`src/rtl/trapcsr_pkg.sv`:
```
package trapcsr_pkg;

  localparam logic [11:0] A_SSTATUS  = 12'h100;
  localparam logic [11:0] A_SIE      = 12'h104;
  localparam logic [11:0] A_STVEC    = 12'h105;
  localparam logic [11:0] A_SSCRATCH = 12'h140;
  localparam logic [11:0] A_SEPC     = 12'h141;
  localparam logic [11:0] A_SCAUSE   = 12'h142;
  localparam logic [11:0] A_STVAL    = 12'h143;
  localparam logic [11:0] A_SIP      = 12'h144;
  localparam logic [11:0] A_MSTATUS  = 12'h300;
  localparam logic [11:0] A_MIDELEG  = 12'h303;
  localparam logic [11:0] A_MIE      = 12'h304;
  localparam logic [11:0] A_MTVEC    = 12'h305;
  localparam logic [11:0] A_MSCRATCH = 12'h340;
  localparam logic [11:0] A_MEPC     = 12'h341;
  localparam logic [11:0] A_MCAUSE   = 12'h342;
  localparam logic [11:0] A_MTVAL    = 12'h343;
  localparam logic [11:0] A_MIP      = 12'h344;
  localparam logic [11:0] A_TSEL     = 12'h7A0;

  // status fields kept: S-side {1,5,8,18,19}, plus M-side {3,7,11,12}
  localparam logic [31:0] STAT_S_MASK = 32'h000C_0122;
  localparam logic [31:0] STAT_M_MASK = 32'h000C_19AA;
  // interrupt lines: supervisor {1,5,9}, all {1,3,5,7,9,11}
  localparam logic [31:0] IRQ_S_MASK  = 32'h0000_0222;
  localparam logic [31:0] IRQ_ALL     = 32'h0000_0AAA;

  // plain word registers, index order used by the bank
  localparam int NWORD    = 9;
  localparam int W_MEPC   = 1;
  localparam int W_SEPC   = 5;
  localparam int W_TSEL   = 8;

  function automatic logic [11:0] word_addr(input int idx);
    case (idx)
      0:       return A_MSCRATCH;
      1:       return A_MEPC;
      2:       return A_MCAUSE;
      3:       return A_MTVAL;
      4:       return A_SSCRATCH;
      5:       return A_SEPC;
      6:       return A_SCAUSE;
      7:       return A_STVAL;
      default: return A_TSEL;
    endcase
  endfunction

  typedef enum logic [1:0] {
    TV_DIRECT   = 2'b00,
    TV_VECTORED = 2'b01
  } tvec_mode_e;

endpackage

```
`src/rtl/trapcsr_rst_sync.sv`:
```
module trapcsr_rst_sync (
  input  logic clk,
  input  logic rst_n,
  output logic rst_q_n
);
  logic [1:0] sync_q;

  always_ff @(posedge clk or negedge rst_n) begin
    if (!rst_n) sync_q <= 2'b00;
    else        sync_q <= {sync_q[0], 1'b1};
  end

  assign rst_q_n = sync_q[1];
endmodule

```
`src/rtl/trapcsr_word.sv`:
```
module trapcsr_word #(
  parameter int          W    = 32,
  parameter logic [11:0] ADDR = 12'h000
) (
  input  logic         clk,
  input  logic         rst_n,
  input  logic         wr_en,
  input  logic [11:0]  wr_addr,
  input  logic [W-1:0] wr_data,
  output logic [W-1:0] q
);
  logic         load;
  logic [W-1:0] q_nxt;

  always_comb begin
    load  = wr_en && (wr_addr == ADDR);
    q_nxt = load ? wr_data : q;
  end

  always_ff @(posedge clk or negedge rst_n) begin
    if (!rst_n)    q <= '0;
    else if (load) q <= q_nxt;
  end
endmodule

```
`src/rtl/trapcsr_tvec.sv`:
```
module trapcsr_tvec
  import trapcsr_pkg::*;
#(
  parameter int          W    = 32,
  parameter logic [11:0] ADDR = 12'h305
) (
  input  logic         clk,
  input  logic         rst_n,
  input  logic         wr_en,
  input  logic [11:0]  wr_addr,
  input  logic [W-1:0] wr_data,
  output logic [W-1:0] q
);
  logic         load;
  logic [W-3:0] base_q, base_nxt;
  logic [1:0]   mode_q, mode_nxt;

  always_comb begin
    load     = wr_en && (wr_addr == ADDR);
    base_nxt = wr_data[W-1:2];
    mode_nxt = mode_q;
    if (wr_data[1:0] == TV_DIRECT || wr_data[1:0] == TV_VECTORED)
      mode_nxt = wr_data[1:0];
  end

  always_ff @(posedge clk or negedge rst_n) begin
    if (!rst_n) begin
      base_q <= '0;
      mode_q <= TV_DIRECT;
    end else if (load) begin
      base_q <= base_nxt;
      mode_q <= mode_nxt;
    end
  end

  assign q = {base_q, mode_q};
endmodule

```
`src/rtl/trapcsr_status.sv`:
```
module trapcsr_status
  import trapcsr_pkg::*;
#(
  parameter int W = 32
) (
  input  logic         clk,
  input  logic         rst_n,
  input  logic         wr_en,
  input  logic [11:0]  wr_addr,
  input  logic [W-1:0] wr_data,
  output logic [W-1:0] q
);
  localparam logic [W-1:0] MMASK = W'(STAT_M_MASK);
  localparam logic [W-1:0] SMASK = W'(STAT_S_MASK);

  logic         load;
  logic [W-1:0] fmask;
  logic [W-1:0] q_nxt;

  always_comb begin
    fmask = '0;
    if (wr_en && wr_addr == A_MSTATUS) fmask = MMASK;
    if (wr_en && wr_addr == A_SSTATUS) fmask = SMASK;
    load  = |fmask;
    q_nxt = (q & ~fmask) | (wr_data & fmask);
  end

  always_ff @(posedge clk or negedge rst_n) begin
    if (!rst_n)    q <= '0;
    else if (load) q <= q_nxt;
  end
endmodule

```
`src/rtl/trapcsr_intr.sv`:
```
module trapcsr_intr
  import trapcsr_pkg::*;
#(
  parameter int W = 32
) (
  input  logic         clk,
  input  logic         rst_n,
  input  logic         wr_en,
  input  logic [11:0]  wr_addr,
  input  logic [W-1:0] wr_data,
  output logic [W-1:0] deleg_q,
  output logic [W-1:0] ie_q,
  output logic [W-1:0] ip_q
);
  localparam logic [W-1:0] SMASK = W'(IRQ_S_MASK);
  localparam logic [W-1:0] AMASK = W'(IRQ_ALL);

  logic         deleg_ld, ie_ld, ip_ld;
  logic [W-1:0] ie_fmask, ip_fmask;
  logic [W-1:0] deleg_nxt, ie_nxt, ip_nxt;

  always_comb begin
    ie_fmask = '0;
    ip_fmask = '0;
    if (wr_en && wr_addr == A_MIE) ie_fmask = AMASK;
    if (wr_en && wr_addr == A_SIE) ie_fmask = deleg_q & AMASK;
    if (wr_en && wr_addr == A_MIP) ip_fmask = SMASK;
    if (wr_en && wr_addr == A_SIP) ip_fmask = deleg_q & SMASK;
    deleg_ld  = wr_en && (wr_addr == A_MIDELEG);
    ie_ld     = |ie_fmask;
    ip_ld     = |ip_fmask;
    deleg_nxt = wr_data & SMASK;
    ie_nxt    = (ie_q & ~ie_fmask) | (wr_data & ie_fmask);
    ip_nxt    = (ip_q & ~ip_fmask) | (wr_data & ip_fmask);
  end

  always_ff @(posedge clk or negedge rst_n) begin
    if (!rst_n) begin
      deleg_q <= '0;
      ie_q    <= '0;
      ip_q    <= '0;
    end else begin
      if (deleg_ld) deleg_q <= deleg_nxt;
      if (ie_ld)    ie_q    <= ie_nxt;
      if (ip_ld)    ip_q    <= ip_nxt;
    end
  end
endmodule

```
`src/rtl/trapcsr_bank.sv`:
```
module trapcsr_bank
  import trapcsr_pkg::*;
#(
  parameter int XLEN = 32
) (
  input  logic            clk,
  input  logic            rst_n,
  input  logic            compressed_en,
  input  logic [11:0]     rd_addr,
  output logic [XLEN-1:0] rd_data,
  output logic            rd_unmapped,
  input  logic            wr_en,
  input  logic [11:0]     wr_addr,
  input  logic [XLEN-1:0] wr_data
);
  localparam logic [XLEN-1:0] STAT_S = XLEN'(STAT_S_MASK);

  logic            rst_q_n;
  logic [XLEN-1:0] word_q [NWORD];
  logic [XLEN-1:0] status_q, deleg_q, ie_q, ip_q, mtvec_q, stvec_q;
  logic [XLEN-1:0] pc_mask;

  trapcsr_rst_sync u_rst (.clk(clk), .rst_n(rst_n), .rst_q_n(rst_q_n));

  for (genvar g = 0; g < NWORD; g++) begin : g_word
    trapcsr_word #(.W(XLEN), .ADDR(word_addr(g))) u_word (
      .clk(clk), .rst_n(rst_q_n), .wr_en(wr_en), .wr_addr(wr_addr),
      .wr_data(wr_data), .q(word_q[g])
    );
  end

  trapcsr_tvec #(.W(XLEN), .ADDR(A_MTVEC)) u_mtvec (
    .clk(clk), .rst_n(rst_q_n), .wr_en(wr_en), .wr_addr(wr_addr),
    .wr_data(wr_data), .q(mtvec_q)
  );

  trapcsr_tvec #(.W(XLEN), .ADDR(A_STVEC)) u_stvec (
    .clk(clk), .rst_n(rst_q_n), .wr_en(wr_en), .wr_addr(wr_addr),
    .wr_data(wr_data), .q(stvec_q)
  );

  trapcsr_status #(.W(XLEN)) u_status (
    .clk(clk), .rst_n(rst_q_n), .wr_en(wr_en), .wr_addr(wr_addr),
    .wr_data(wr_data), .q(status_q)
  );

  trapcsr_intr #(.W(XLEN)) u_intr (
    .clk(clk), .rst_n(rst_q_n), .wr_en(wr_en), .wr_addr(wr_addr),
    .wr_data(wr_data), .deleg_q(deleg_q), .ie_q(ie_q), .ip_q(ip_q)
  );

  // exception PCs: 2-byte alignment with compressed code, 4-byte without
  assign pc_mask = compressed_en ? ~XLEN'(1) : ~XLEN'(3);

  always_comb begin
    rd_data     = '0;
    rd_unmapped = 1'b0;
    case (rd_addr)
      A_MSTATUS:  rd_data = status_q;
      A_SSTATUS:  rd_data = status_q & STAT_S;
      A_MIDELEG:  rd_data = deleg_q;
      A_MIE:      rd_data = ie_q;
      A_SIE:      rd_data = ie_q & deleg_q;
      A_MIP:      rd_data = ip_q;
      A_SIP:      rd_data = ip_q & deleg_q;
      A_MTVEC:    rd_data = mtvec_q;
      A_STVEC:    rd_data = stvec_q;
      A_MSCRATCH: rd_data = word_q[0];
      A_MEPC:     rd_data = word_q[W_MEPC] & pc_mask;
      A_MCAUSE:   rd_data = word_q[2];
      A_MTVAL:    rd_data = word_q[3];
      A_SSCRATCH: rd_data = word_q[4];
      A_SEPC:     rd_data = word_q[W_SEPC] & pc_mask;
      A_SCAUSE:   rd_data = word_q[6];
      A_STVAL:    rd_data = word_q[7];
      A_TSEL:     rd_data = ~word_q[W_TSEL];
      default:    rd_unmapped = 1'b1;
    endcase
  end
endmodule

```
`config.mk`:
```
export PLATFORM = sky130hd
export DESIGN_NAME = trapcsr_bank
export DESIGN_NICKNAME = d
export VERILOG_FILES = /design/src/rtl/trapcsr_pkg.sv /design/src/rtl/trapcsr_rst_sync.sv /design/src/rtl/trapcsr_word.sv /design/src/rtl/trapcsr_tvec.sv /design/src/rtl/trapcsr_status.sv /design/src/rtl/trapcsr_intr.sv /design/src/rtl/trapcsr_bank.sv
export SDC_FILE = /design/constraint.sdc
export NUM_CORES = 1
export LEC_CHECK = 0
export BUFFER_PORTS_ARGS = -buffer_cell sky130_fd_sc_hd__buf_2
export CAP_MARGIN = 20
export CORE_ASPECT_RATIO = 0.6
export CORE_UTILIZATION = 55
export CTS_CLUSTER_SIZE = 12
export DETAILED_ROUTE_END_ITERATION = 8
export PLACE_DENSITY = 0.83
export SLEW_MARGIN = 0
export SYNTH_ARGS = -nofsm -noshare
export SYNTH_HDL_FRONTEND = slang
export SYNTH_SLANG_ARGS = --single-unit
```
`constraint.sdc`:
```
create_clock -name clk -period 15.1 [get_ports clk]
set_input_delay 0.755 -clock clk [delete_from_list [all_inputs] [get_ports clk]]
set_output_delay 0.755 -clock clk [all_outputs]
set_load 0.02 [all_outputs]
```
==> results of run 1 <==
-- cell usage after synthesis, types with 4 or more instances --
master,number
o211ai_1,6
a22oi_1,56
nor2b_1,5
a21oi_1,20
nor3_4,4
and2_1,4
o2bb2ai_1,11
and3_1,13
o22ai_1,20
buf_2,33
nor4_4,6
o21ai_0,5
nand4_1,15
dfrtp_1,373
a211oi_1,6
buf_4,10
a222oi_1,18
nand2b_1,5
clkbuf_1,51
buf_6,9
nand2_1,30
mux2_2,383
a22o_1,7
buf_1,4
mux2i_1,29
nand3_1,24
nor2_1,31
nor4_1,4
a221oi_1,17
-- registers in the layout, summed over array words and instances, names as in the netlist, named ones only --
| name | flops |
|---|---|
| g_word.u_word.q | 286 |
| u_stvec.base_q | 30 |
| u_stvec.mode_q | 2 |
| u_mtvec.mode_q | 2 |
| u_intr.deleg_q | 3 |
| u_rst.sync_q | 2 |
| u_mtvec.base_q | 30 |
-- power by group through the flow --
stage	Combinational [W]	Clock (W)	Sequential, W
floorplan	0.0000318	0	0.00104
global placement	0.0000687	0	0.00103
detailed placement	0.0000715	0	0.00103
CTS	0.0000719	0.000848	0.00101
global route	0.0000806	0.000888	0.00101
finish	0.0000743	0.000842	0.00101
-- worst paths after layout --
check / end / slack, ns / cells after the start
worst max-delay path: rd_data[28] / 9.96 / 8
worst min-delay path: u_rst.sync_q[1] / 0.35 / 0
worst max register to register: g_word[6].u_word.q[20] / 13.17 / 1
worst min register to register: u_rst.sync_q[1] / 0.35 / 0
max in group asynchronous: g_word[6].u_word.q[20] / 13.17 / 1
min in group asynchronous: asynchronous set/reset pin / 0.45 / 0
-- metrics by stage --
| step | hold WS, ns | setup WS, ns | std cells | instance area, µm² | power, W |
|---|---|---|---|---|---|
| floorplan | 0.331 | 3.93 | 1265 | 17200 | 0.00107 |
| global placement | 0.336 | 10.34 | 1685 | 17900 | 0.00110 |
| detailed placement | 0.346 | 10.17 | 1685 | 17900 | 0.00110 |
| CTS | 0.359 | 10.17 | 1733 | 18900 | 0.00193 |
| global route | 0.379 | 9.95 | 1737 | 19000 | 0.00198 |
| finish | 0.353 | 9.96 | 1739 | 19000 | 0.00193 |
-- logic make-up after synthesis --
group	count (synthesis)	synth area share (%)
buf+inv	109	3.23
flops	373	54.3
compound gates	190	8.51
mux	414	26.9
other cells	1	0.0218
simple gates	178	7.04
-- area by class of cell --
cell class / count / area [µm²] / area share (%)
Antenna cell: 4 / 10.0 / 0.0527
Clock buffer: 45 / 1020 / 5.37
Clock inverter: 2 / 13.8 / 0.0725
Inverter: 2 / 7.51 / 0.0396
Multi-Input combinational cell: 783 / 7350 / 38.7
Sequential cell: 373 / 9340 / 49.2
Tap cell: 408 / 510 / 2.69
Timing Repair Buffer: 122 / 731 / 3.85
-- worst max-delay path: stages --
cell and delay, ns:
buf_4 0.44, buf_4 0.58, nor4bb_2 0.38, nand3_1 0.46
nor2_1 1.06, a222oi_1 0.18, nand4_1 0.25, buf_2 0.21
-- metal layers --
layer  vias to the layer above  wire length, µm  global-route usage, %
met5                         -                0                      0
met4                         0             1250                   9.20
met3                       107             5020                   8.78
met2                       593            21400                   44.9
met1                      6125            19900                   42.8
li1                       4864                -                      -
-- repair_timing --
action                                 4_1_cts  5_1_grt
hold buffers                                 1        0
endpoints found under the hold margin        2        0
buffers inserted                             0        0
==> results by group, run 1 <==
STA
  • Crit path time final: 5.14 ns
  • Final cycle utilization of the critical path: 34.0%
  • Total count of max-transition violations in the final report: 0
  • Top achievable clock speed: 195 MHz
  • Number of failing setup endpoints in the final timing report: 0
  • Final Skew: 0.0198 ns
  • Pin slew with the least headroom to its limit: 1.18 ns
  • Hold Fails Final Rpt: 0
  • RSZ-0062 raised after global routing: false
  • Final TNS setup: 0 ns
  • Worst slew margin: 21.2%

Die
  • Core area: 30300 µm²
  • Die Y-Extent: 139 µm
  • Area enclosed by the die boundary: 32000 µm²
  • Standard-cell row count: 49
  • Die width: 230 µm
  • Starting density of the core: 56.7%
  • Num ports: 93

Power
  • Static Leak: 9.43 nW
  • Share of total power in sequential cells: 52.4%
  • Portion of total power attributed to combinational logic: 3.9%
  • Power dissipated by switching net loads: 0.000433 W
  • Internal power contribution: 0.00149 W
  • Worst-case vdd ir drop: 0.0825 mV
  • Pwr per Cell Area: 102 nW/µm²
  • Switching part of the total power: 22.5%
  • Part of the power in the clock network: 43.7%

Global route
  • Global route overflow: 0
  • Initial antenna violation count: 2
  • Number of global-route vias before repair: 12056
  • Maximum number of pins on one net before global-route repair: 85
  • First-pass GRT wire length: 72900 µm
  • Overall global routing resource usage: 30.1%

Finish
  • Share of layout cells above drive strength 1: 44.0%
  • Most common cell after layout, fill and taps aside: mux2_2
  • Most used cells in the layout excluding fill and tap cells: 383 x mux2_2, 372 x dfrtp_1, 91 x buf_2, 56 x a22oi_1, 39 x clkbuf_16
  • Post-layout utilization of the core: 62.5%
  • Syn-to-layout area delta: 10.4%
  • Final-layout fill cell count: 2293
  • Final layout net count: 1379

Detailed routing
  • DRC violation count after routing: 0
  • Average wire length per cell after detail routing: 27.3 µm
  • Number of vias in the routed layout: 11689
  • Post-route ant nets: 0
  • Wire length after detailed routing: 47500 µm
  • Number of design-rule violations left by the first detailed-router iteration: 1148
  • Via density per instance: 6.72
  • First-pass iteration count of the detailed router: 5

CTS
  • Clock buffer count from CTS: 37
  • Sinks on Clock Net: 373
  • H-Tree Depth: 2
  • Buffer depth of the longest clock path: 3
  • PostCTS Resize Cnt: 0
  • Insertion delay of the later-clocked pin in the worst-skew pair: 0.54 ns
  • CTS tree: built
  • Clock Pin Slew Worst Setup and Hold Paths: 0.05 ns
  • Clock tree root buffer cell: clkbuf_16

Synthesis
  • Synthesis-stage register bit count: 373
  • Syn Std Cell Area: 17200 µm²
  • Average size of a mapped cell: 13.6 µm²
  • Number of enable flip-flop cells after synthesis: 0
  • Top cells by area, synth: dfrtp_1 54%, mux2_2 25%, a22oi_1 2.4%
  • Post-Syn Instances: 1265
  • Fraction of registers with async set or reset after synthesis: 100%
  • Sequential cell area fraction in the yosys report: 54.3%
  • Number of distinct library cells after synthesis: 68
  • Cell type with the largest total area after synthesis: dfrtp_1
  • Number of warning messages in the yosys log: 0
  • Net count after synthesis: 1325
  • Synth Flop Type: dfrtp_1
  • Synth top area share: 54.3%

Status
  • Outcome: finished, final reports clean

Placed design
  • Count of input and output buffers: 92
  • Routability cong.: 0.898
  • Final HPWL from detailed placement: 29400 µm

Worst setup path
  • Kind of launch point of the worst setup path: input pin
  • Maximum fanout along the worst path: 34
  • Reg-to-reg critical path startpoint: u_rst.sync_q[1]
  • Arrival time at the worst endpoint: 4.38 ns
  • Kind of capture point of the worst setup path: output pin
  • Critical path type: in -> out
  • Required time of the critical path: 14.35 ns
  • Critical path origin: rd_addr[9]

Run
  • Count of maximum capacitance violations: 0

Worst hold path
  • Hold wc startpoint: u_rst.sync_q[0]
  • Worst hold-check path type: reg -> reg
(Power assumes the default switching activity.)
==> run 2: changes to the inputs <==
--- a/config.mk
+++ b/config.mk
@@ -11,7 +11,7 @@
 export CORE_UTILIZATION = 55
 export CTS_CLUSTER_SIZE = 12
 export DETAILED_ROUTE_END_ITERATION = 8
-export PLACE_DENSITY = 0.83
+export PLACE_DENSITY = 0.86
 export SLEW_MARGIN = 0
 export SYNTH_ARGS = -nofsm -noshare
 export SYNTH_HDL_FRONTEND = slang
==> constraint.sdc (replaced) <==
create_clock -name clk -period 4.5 [get_ports clk]
set_input_delay 0.225 -clock clk [delete_from_list [all_inputs] [get_ports clk]]
set_output_delay 0.225 -clock clk [all_outputs]
set_load 0.02 [all_outputs]
==> run 2 against run 1 <==
Against the previous run: total power grew to 3.3 times the previous value; final area hardly changed; core utilization hardly changed; largest cell class unchanged; sequential cell count stayed put; global-route usage is 0.68 points higher; setup slack worse by 9.1 ns; combinational power grew to 3.4 times the previous value; routed wire length is 2.7% higher; largest power group unchanged; clock skew hardly changed; final cell count hardly changed; die area stayed put; via count is 1.6% higher.
==> results by group, run 2 (same netlist as run 1, synthesis figures left out) <==
CTS
  • Sinks on Clock Net: 373 (unchanged)
  • H-Tree Depth: 2 (unchanged)
  • Clock tree root buffer cell: clkbuf_16 (unchanged)
  • PostCTS Resize Cnt: 0 (unchanged)
  • Insertion delay of the later-clocked pin in the worst-skew pair: 0.54 ns (about the same)
  • Clock Pin Slew Worst Setup and Hold Paths: 0.06 ns (was 0.05 ns)
  • Clock buffer count from CTS: 37 (unchanged)
  • Buffer depth of the longest clock path: 3 (unchanged)
  • Quantity of hold-fixing buffers added after cts: 2 (was 1)
  • Setup fix buffers added after clock tree synthesis: 0 (unchanged)
  • CTS tree: built (unchanged)

Finish
  • Final Instance Count excl. Fillers: 1740 (was 1739)
  • Max FFs per register: 286 (unchanged)
  • Post-layout utilization of the core: 62.5% (about the same)
  • Most used cells in the layout excluding fill and tap cells: 383 x mux2_2, 372 x dfrtp_1, 91 x buf_2, 56 x a22oi_1, 37 x clkbuf_16 (was 383 x mux2_2, 372 x dfrtp_1, 91 x buf_2, 56 x a22oi_1, 39 x clkbuf_16)
  • Most common cell after layout, fill and taps aside: mux2_2 (unchanged)
  • Share of layout cells above drive strength 1: 44.0% (about the same)
  • Final layout net count: 1382 (was 1379)
  • Total area of multi-input combinational cells: 7350 µm² (about the same)
  • Final-layout fill cell count: 2229 (was 2293)
  • Design area: 19000 µm² (about the same)
  • Syn-to-layout area delta: 10.3% (was 10.4%)
  • Area used by sequential logic in the layout: 9340 µm² (unchanged)
  • Largest registers: g_word.u_word.q: 286 flops, u_mtvec.base_q: 30 flops, u_stvec.base_q: 30 flops (unchanged)
  • Largest register by flop count: g_word.u_word.q (unchanged)

Die
  • Num ports: 93 (unchanged)
  • Core area: 30300 µm² (unchanged)
  • Area enclosed by the die boundary: 32000 µm² (unchanged)
  • Die width: 230 µm (unchanged)
  • Standard-cell row count: 49 (unchanged)
  • Die Y-Extent: 139 µm (unchanged)
  • Starting density of the core: 56.7% (unchanged)

STA
  • Final cycle utilization of the critical path: 81.0%
  • Final TNS setup: 0 ns (unchanged)
  • Final Skew: 0.0194 ns (was 0.0198 ns)
  • Top achievable clock speed: 274 MHz
  • Hold Fails Final Rpt: 0 (unchanged)
  • Post-route setup slack: 0.853 ns (was 9.96 ns)
  • RSZ-0062 raised after global routing: false (unchanged)
  • Total count of max-transition violations in the final report: 0 (unchanged)
  • Number of failing setup endpoints in the final timing report: 0 (unchanged)
  • Crit path time final: 3.65 ns
  • Worst slew margin: 19.6% (was 21.2%)
  • Pin slew with the least headroom to its limit: 1.20 ns (was 1.18 ns)

Worst setup path
  • Maximum fanout along the worst path: 36 (was 34)
  • Arrival time at the worst endpoint: 3.42 ns (was 4.38 ns)
  • Required time of the critical path: 4.28 ns (was 14.35 ns)
  • Kind of capture point of the worst setup path: output pin (unchanged)
  • Critical path type: in -> out (unchanged)
  • Kind of launch point of the worst setup path: input pin (unchanged)

Global route
  • Initial antenna violation count: 5 (was 2)
  • Overall global routing resource usage: 30.8% (was 30.1%)
  • Global route overflow: 0 (unchanged)
  • Maximum number of pins on one net before global-route repair: 151 (was 85)
  • First-pass GRT wire length: 75100 µm (was 72900 µm)
  • Number of global-route vias before repair: 12409 (was 12056)

Power
  • Switching part of the total power: 22.4% (was 22.5%)
  • Static Leak: 9.41 nW (was 9.43 nW)
  • Pwr per Cell Area: 337 nW/µm² (was 102 nW/µm²)
  • Share of total power in sequential cells: 53.0% (was 52.4%)
  • Portion of total power attributed to combinational logic: 4.0% (was 3.9%)
  • Power dissipated by switching net loads: 0.00143 W (was 0.000433 W)
  • Internal power contribution: 0.00495 W (was 0.00149 W)
  • Worst-case vdd ir drop: 0.260 mV (was 0.0825 mV)
  • Part of the power in the clock network: 43.0% (was 43.7%)

Detailed routing
  • Number of vias in the routed layout: 11872 (was 11689)
  • First-pass iteration count of the detailed router: 8 (was 5)
  • DRC violation count after routing: 0 (unchanged)
  • Via density per instance: 6.82 (was 6.72)
  • Wire length after detailed routing: 48800 µm (was 47500 µm)
  • Average wire length per cell after detail routing: 28.0 µm (was 27.3 µm)
  • Number of design-rule violations left by the first detailed-router iteration: 1509 (was 1148)
  • Post-route ant nets: 0 (unchanged)

Placed design
  • Placed cell count: 1688 (was 1685)
  • Routability cong.: 0.891 (was 0.898)
  • Placed inst area: 17900 µm² (about the same)
  • Count of input and output buffers: 92 (unchanged)
  • Pre-CTS setup slack: 1.03 ns (was 10.17 ns)
  • Final HPWL from detailed placement: 30400 µm (was 29400 µm)

Worst hold path
  • Worst hold-check path type: in -> reg (was reg -> reg)

Run
  • Count of maximum capacitance violations: 0 (unchanged)

Status
  • Outcome: finished, final reports clean (unchanged)
[run 2: path summary, 6_finish.rpt]
| check | start | to | slack, ns | depth (start not counted) |
|---|---|---|---|---|
| worst max-delay path | rd_addr[9] | rd_data[29] | 0.85 | 7 |
| worst min-delay path | wr_data[20] | g_word[2].u_word.q[20] | 0.08 | 2 |
| worst max register to register | u_rst.sync_q[1] | g_word[3].u_word.q[6] | 2.95 | 1 |
| worst min register to register | u_rst.sync_q[1] | g_word[6].u_word.q[7] | 0.31 | 0 |
| max in group asynchronous | u_rst.sync_q[1] | g_word[3].u_word.q[6] | 2.95 | 1 |
| min in group asynchronous | u_rst.sync_q[1] | g_word[6].u_word.q[7] | 0.31 | 0 |
[run 2: power groups by stage]
| stage | Clock (W) | Sequential [W] | Combinational (W) |
|---|---|---|---|
| 2_1_floorplan | 0 | 0.00348 | 0.000107 |
| 3_3_place_gp | 0 | 0.00344 | 0.000240 |
| 3_5_place_dp | 0 | 0.00345 | 0.000248 |
| 4_1_cts | 0.00277 | 0.00339 | 0.000251 |
| 5_1_grt | 0.00290 | 0.00339 | 0.000275 |
| 6_report | 0.00274 | 0.00339 | 0.000254 |
[run 2: cell type report]
class,instances,share of cell area (%)
Tap cell,408,2.69
Sequential cell,373,49.2
Inverter,2,0.0396
Clock buffer,45,5.20
Timing Repair Buffer,125,4.04
Multi-Input combinational cell,783,38.7
Antenna cell,4,0.0528
[run 2: metrics by stage]
step           total power, W  hold WS [ns]
2_1_floorplan         0.00359       -0.0706
3_3_place_gp          0.00369       0.00996
3_5_place_dp          0.00369        0.0137
4_1_cts               0.00640        0.0677
5_1_grt               0.00656        0.0853
6_report              0.00638        0.0840
[run 2: routing by layer]
layer	vias up	track usage, %	wire (µm)
li1	4876	-	-
met1	6205	42.6	20200
met2	656	46.7	21900
met3	133	8.90	5090
met4	2	10.7	1560
met5	-	0	13
[run 2: critical path, cell delays in order]
cell,delay (ns)
buf_4,0.48
nand4bb_1,0.65
nor4_4,1.21
a22oi_1,0.23
o2111ai_1,0.19
a221o_1,0.20
buf_2,0.18
==> run 3: changes to the inputs <==
--- a/config.mk
+++ b/config.mk
@@ -11,7 +11,7 @@
 export CORE_UTILIZATION = 55
 export CTS_CLUSTER_SIZE = 12
 export DETAILED_ROUTE_END_ITERATION = 8
-export PLACE_DENSITY = 0.86
+export PLACE_DENSITY = 0.83
 export SLEW_MARGIN = 0
 export SYNTH_ARGS = -nofsm -noshare
 export SYNTH_HDL_FRONTEND = slang
==> constraint.sdc (replaced) <==
create_clock -name clk -period 3.6 [get_ports clk]
set_input_delay 0.18 -clock clk [delete_from_list [all_inputs] [get_ports clk]]
set_output_delay 0.18 -clock clk [all_outputs]
set_load 0.02 [all_outputs]
==> run 3 against run 2 <==
Against the previous run: clock skew grew 0.0061 ns; sequential power grew 25%; largest power group unchanged; worst hold slack worse by 0.049 ns; routed wire length decreased by 0.13%; total power grew 27%; clock power up 28%; via count decreased by 0.61%; setup slack worse by 0.15 ns; sequential cell count unchanged; first-iteration DRC count decreased by 7.0%; critical endpoint is now rd_data[25]; die area did not move; core utilization rose by 0.78 points.
==> results by group, run 3 (same netlist as run 1, synthesis figures left out) <==
Status
  • Outcome: finished, final reports clean (unchanged)

STA
  • RSZ-0062 raised after global routing: false (unchanged)
  • Pin slew with the least headroom to its limit: 1.15 ns (was 1.20 ns)
  • Worst hold slack: 0.0349 ns (was 0.0840 ns)
  • Crit path time final: 2.90 ns
  • Hold Fails Final Rpt: 0 (unchanged)
  • Worst slew margin: 22.8% (was 19.6%)
  • Post-route setup slack: 0.705 ns (was 0.853 ns)
  • Total count of max-transition violations in the final report: 0 (unchanged)
  • Top achievable clock speed: 345 MHz
  • Final Skew: 0.0255 ns (was 0.0194 ns)
  • Number of failing setup endpoints in the final timing report: 0 (unchanged)
  • Final cycle utilization of the critical path: 80.4%
  • Final TNS setup: 0 ns (unchanged)

Die
  • Starting density of the core: 56.7% (unchanged)
  • Die width: 230 µm (unchanged)
  • Area enclosed by the die boundary: 32000 µm² (unchanged)
  • Standard-cell row count: 49 (unchanged)
  • Core area: 30300 µm² (unchanged)
  • Num ports: 93 (unchanged)
  • Die Y-Extent: 139 µm (unchanged)

Detailed routing
  • Wire length after detailed routing: 48700 µm (was 48800 µm)
  • DRC violation count after routing: 0 (unchanged)
  • Post-route ant nets: 0 (unchanged)
  • Via density per instance: 6.70 (was 6.82)
  • First-pass iteration count of the detailed router: 6 (was 8)
  • Average wire length per cell after detail routing: 27.7 µm (was 28.0 µm)
  • Number of vias in the routed layout: 11799 (was 11872)
  • Number of design-rule violations left by the first detailed-router iteration: 1403 (was 1509)

Global route
  • Number of global-route vias before repair: 12247 (was 12409)
  • Initial antenna violation count: 3 (was 5)
  • Global route overflow: 0 (unchanged)
  • Maximum number of pins on one net before global-route repair: 84 (was 151)
  • First-pass GRT wire length: 74300 µm (was 75100 µm)
  • Overall global routing resource usage: 30.9% (was 30.8%)

Finish
  • Most common cell after layout, fill and taps aside: mux2_2 (unchanged)
  • Max FFs per register: 286 (unchanged)
  • Final layout net count: 1405 (was 1382)
  • Most used cells in the layout excluding fill and tap cells: 383 x mux2_2, 372 x dfrtp_1, 91 x buf_2, 56 x a22oi_1, 49 x buf_4 (was 383 x mux2_2, 372 x dfrtp_1, 91 x buf_2, 56 x a22oi_1, 37 x clkbuf_16)
  • Largest registers: g_word.u_word.q: 286 flops, u_mtvec.base_q: 30 flops, u_stvec.base_q: 30 flops (unchanged)
  • Largest register by flop count: g_word.u_word.q (unchanged)
  • Share of layout cells above drive strength 1: 45.2% (was 44.0%)
  • Final Instance Count excl. Fillers: 1762 (was 1740)
  • Syn-to-layout area delta: 11.7% (was 10.3%)

Worst setup path
  • Required time of the critical path: 3.42 ns (was 4.28 ns)
  • Kind of launch point of the worst setup path: input pin (unchanged)
  • Kind of capture point of the worst setup path: output pin (unchanged)
  • Reg2reg path depth: 1 (unchanged)
  • Maximum fanout along the worst path: 25 (was 36)
  • Arrival time at the worst endpoint: 2.72 ns (was 3.42 ns)
  • Critical path type: in -> out (unchanged)

Placed design
  • Final HPWL from detailed placement: 31200 µm (was 30400 µm)
  • Routability cong.: 0.913 (was 0.891)
  • Placed cell count: 1712 (was 1688)
  • Count of input and output buffers: 92 (unchanged)
  • Pre-CTS setup slack: 0.828 ns (was 1.03 ns)

Worst hold path
  • Hold Path Stages: 2 (unchanged)
  • Worst hold-check path type: in -> reg (unchanged)

Power
  • Static Leak: 9.55 nW (was 9.41 nW)
  • Pwr per Cell Area: 421 nW/µm² (was 337 nW/µm²)
  • Worst-case vdd ir drop: 0.282 mV (was 0.260 mV)
  • Total power after layout: 0.00808 W (was 0.00638 W)

CTS
  • Clock Pin Slew Worst Setup and Hold Paths: 0.06 ns (about the same)
  • Sinks on Clock Net: 373 (unchanged)
  • Clock tree root buffer cell: clkbuf_16 (unchanged)
  • Buffer depth of the longest clock path: 3 (unchanged)
  • Clock buffer count from CTS: 37 (unchanged)
  • CTS tree: built (unchanged)
  • H-Tree Depth: 2 (unchanged)
  • Setup fix buffers added after clock tree synthesis: 0 (unchanged)
  • Insertion delay of the later-clocked pin in the worst-skew pair: 0.54 ns (about the same)

Run
  • Count of maximum capacitance violations: 0 (unchanged)
run 3: changes by cell type in the layout (fill, tap and decap cells not counted):
cell / before / now
diode_2: 4 / 3
inv_6: 0 / 1
clkbuf_16: 37 / 39
clkbuf_1: 5 / 2
clkbuf_8: 3 / 2
clkinvlp_4: 0 / 1
buf_4: 28 / 49
buf_12: 4 / 6
run 3: timing repair:
action | 4_1_cts | 5_1_grt
resized for setup | 0 | 0
hold buffers | 2 | 0
hold endpoints to repair | 2 | 0
run 3: report_power, final:
| part | internal (W) | total (W) | switching, W |
|---|---|---|---|
| combinational | 0.0000884 | 0.000321 | 0.000232 |
| sequential | 0.00421 | 0.00424 | 0.0000268 |
| clock | 0.00196 | 0.00352 | 0.00156 |
| total | 0.00626 | 0.00808 | 0.00182 |
run 3: path summary, 6_finish.rpt:
kind / slack, ns / start / to
min in group asynchronous: 0.48 / rst_n / u_rst.sync_q[1]
setup reg to reg: 2.03 / u_rst.sync_q[1] / u_stvec.base_q[21]
hold / removal: 0.03 / wr_data[16] / g_word[6].u_word.q[16]
setup / recovery: 0.70 / rd_addr[9] / rd_data[25]
hold reg to reg: 0.35 / u_rst.sync_q[0] / u_rst.sync_q[1]
max in group asynchronous: 2.03 / u_rst.sync_q[1] / u_stvec.base_q[21]
run 3: critical path: stages:
cell and delay [ns]:
buf_4 0.26, or4b_1 0.82, nor3_2 0.44, buf_4 0.38, a22oi_1 0.13, and3_1 0.20, o211ai_1 0.08, buf_2 0.20
run 3: per-stage QoR:
step | cell area [µm²] | util [%]
finish | 19200 | 63.3
global route | 19200 | 63.2
CTS | 19200 | 63.2
detailed placement | 18100 | 59.8
global placement | 18100 | 59.7
floorplan | 17200 | -
run 3: per-layer routing:
layer,vias up,GRT usage [%],part of all wire [%]
li1,4922,-,-
met5,-,0,0.025
met4,2,11.0,3.4
met1,6099,42.4,40
met3,137,10.0,12
met2,639,46.1,45
run 3: area by class of cell:
class	instances	area, µm²
Multi-Input combinational cell	783	7350
Clock buffer	43	1010
Tap cell	408	510
Antenna cell	3	7.51
Inverter	2	7.51
Clock inverter	2	16.3
Sequential cell	373	9340
Timing Repair Buffer	148	963
Fill cell	2243	11100
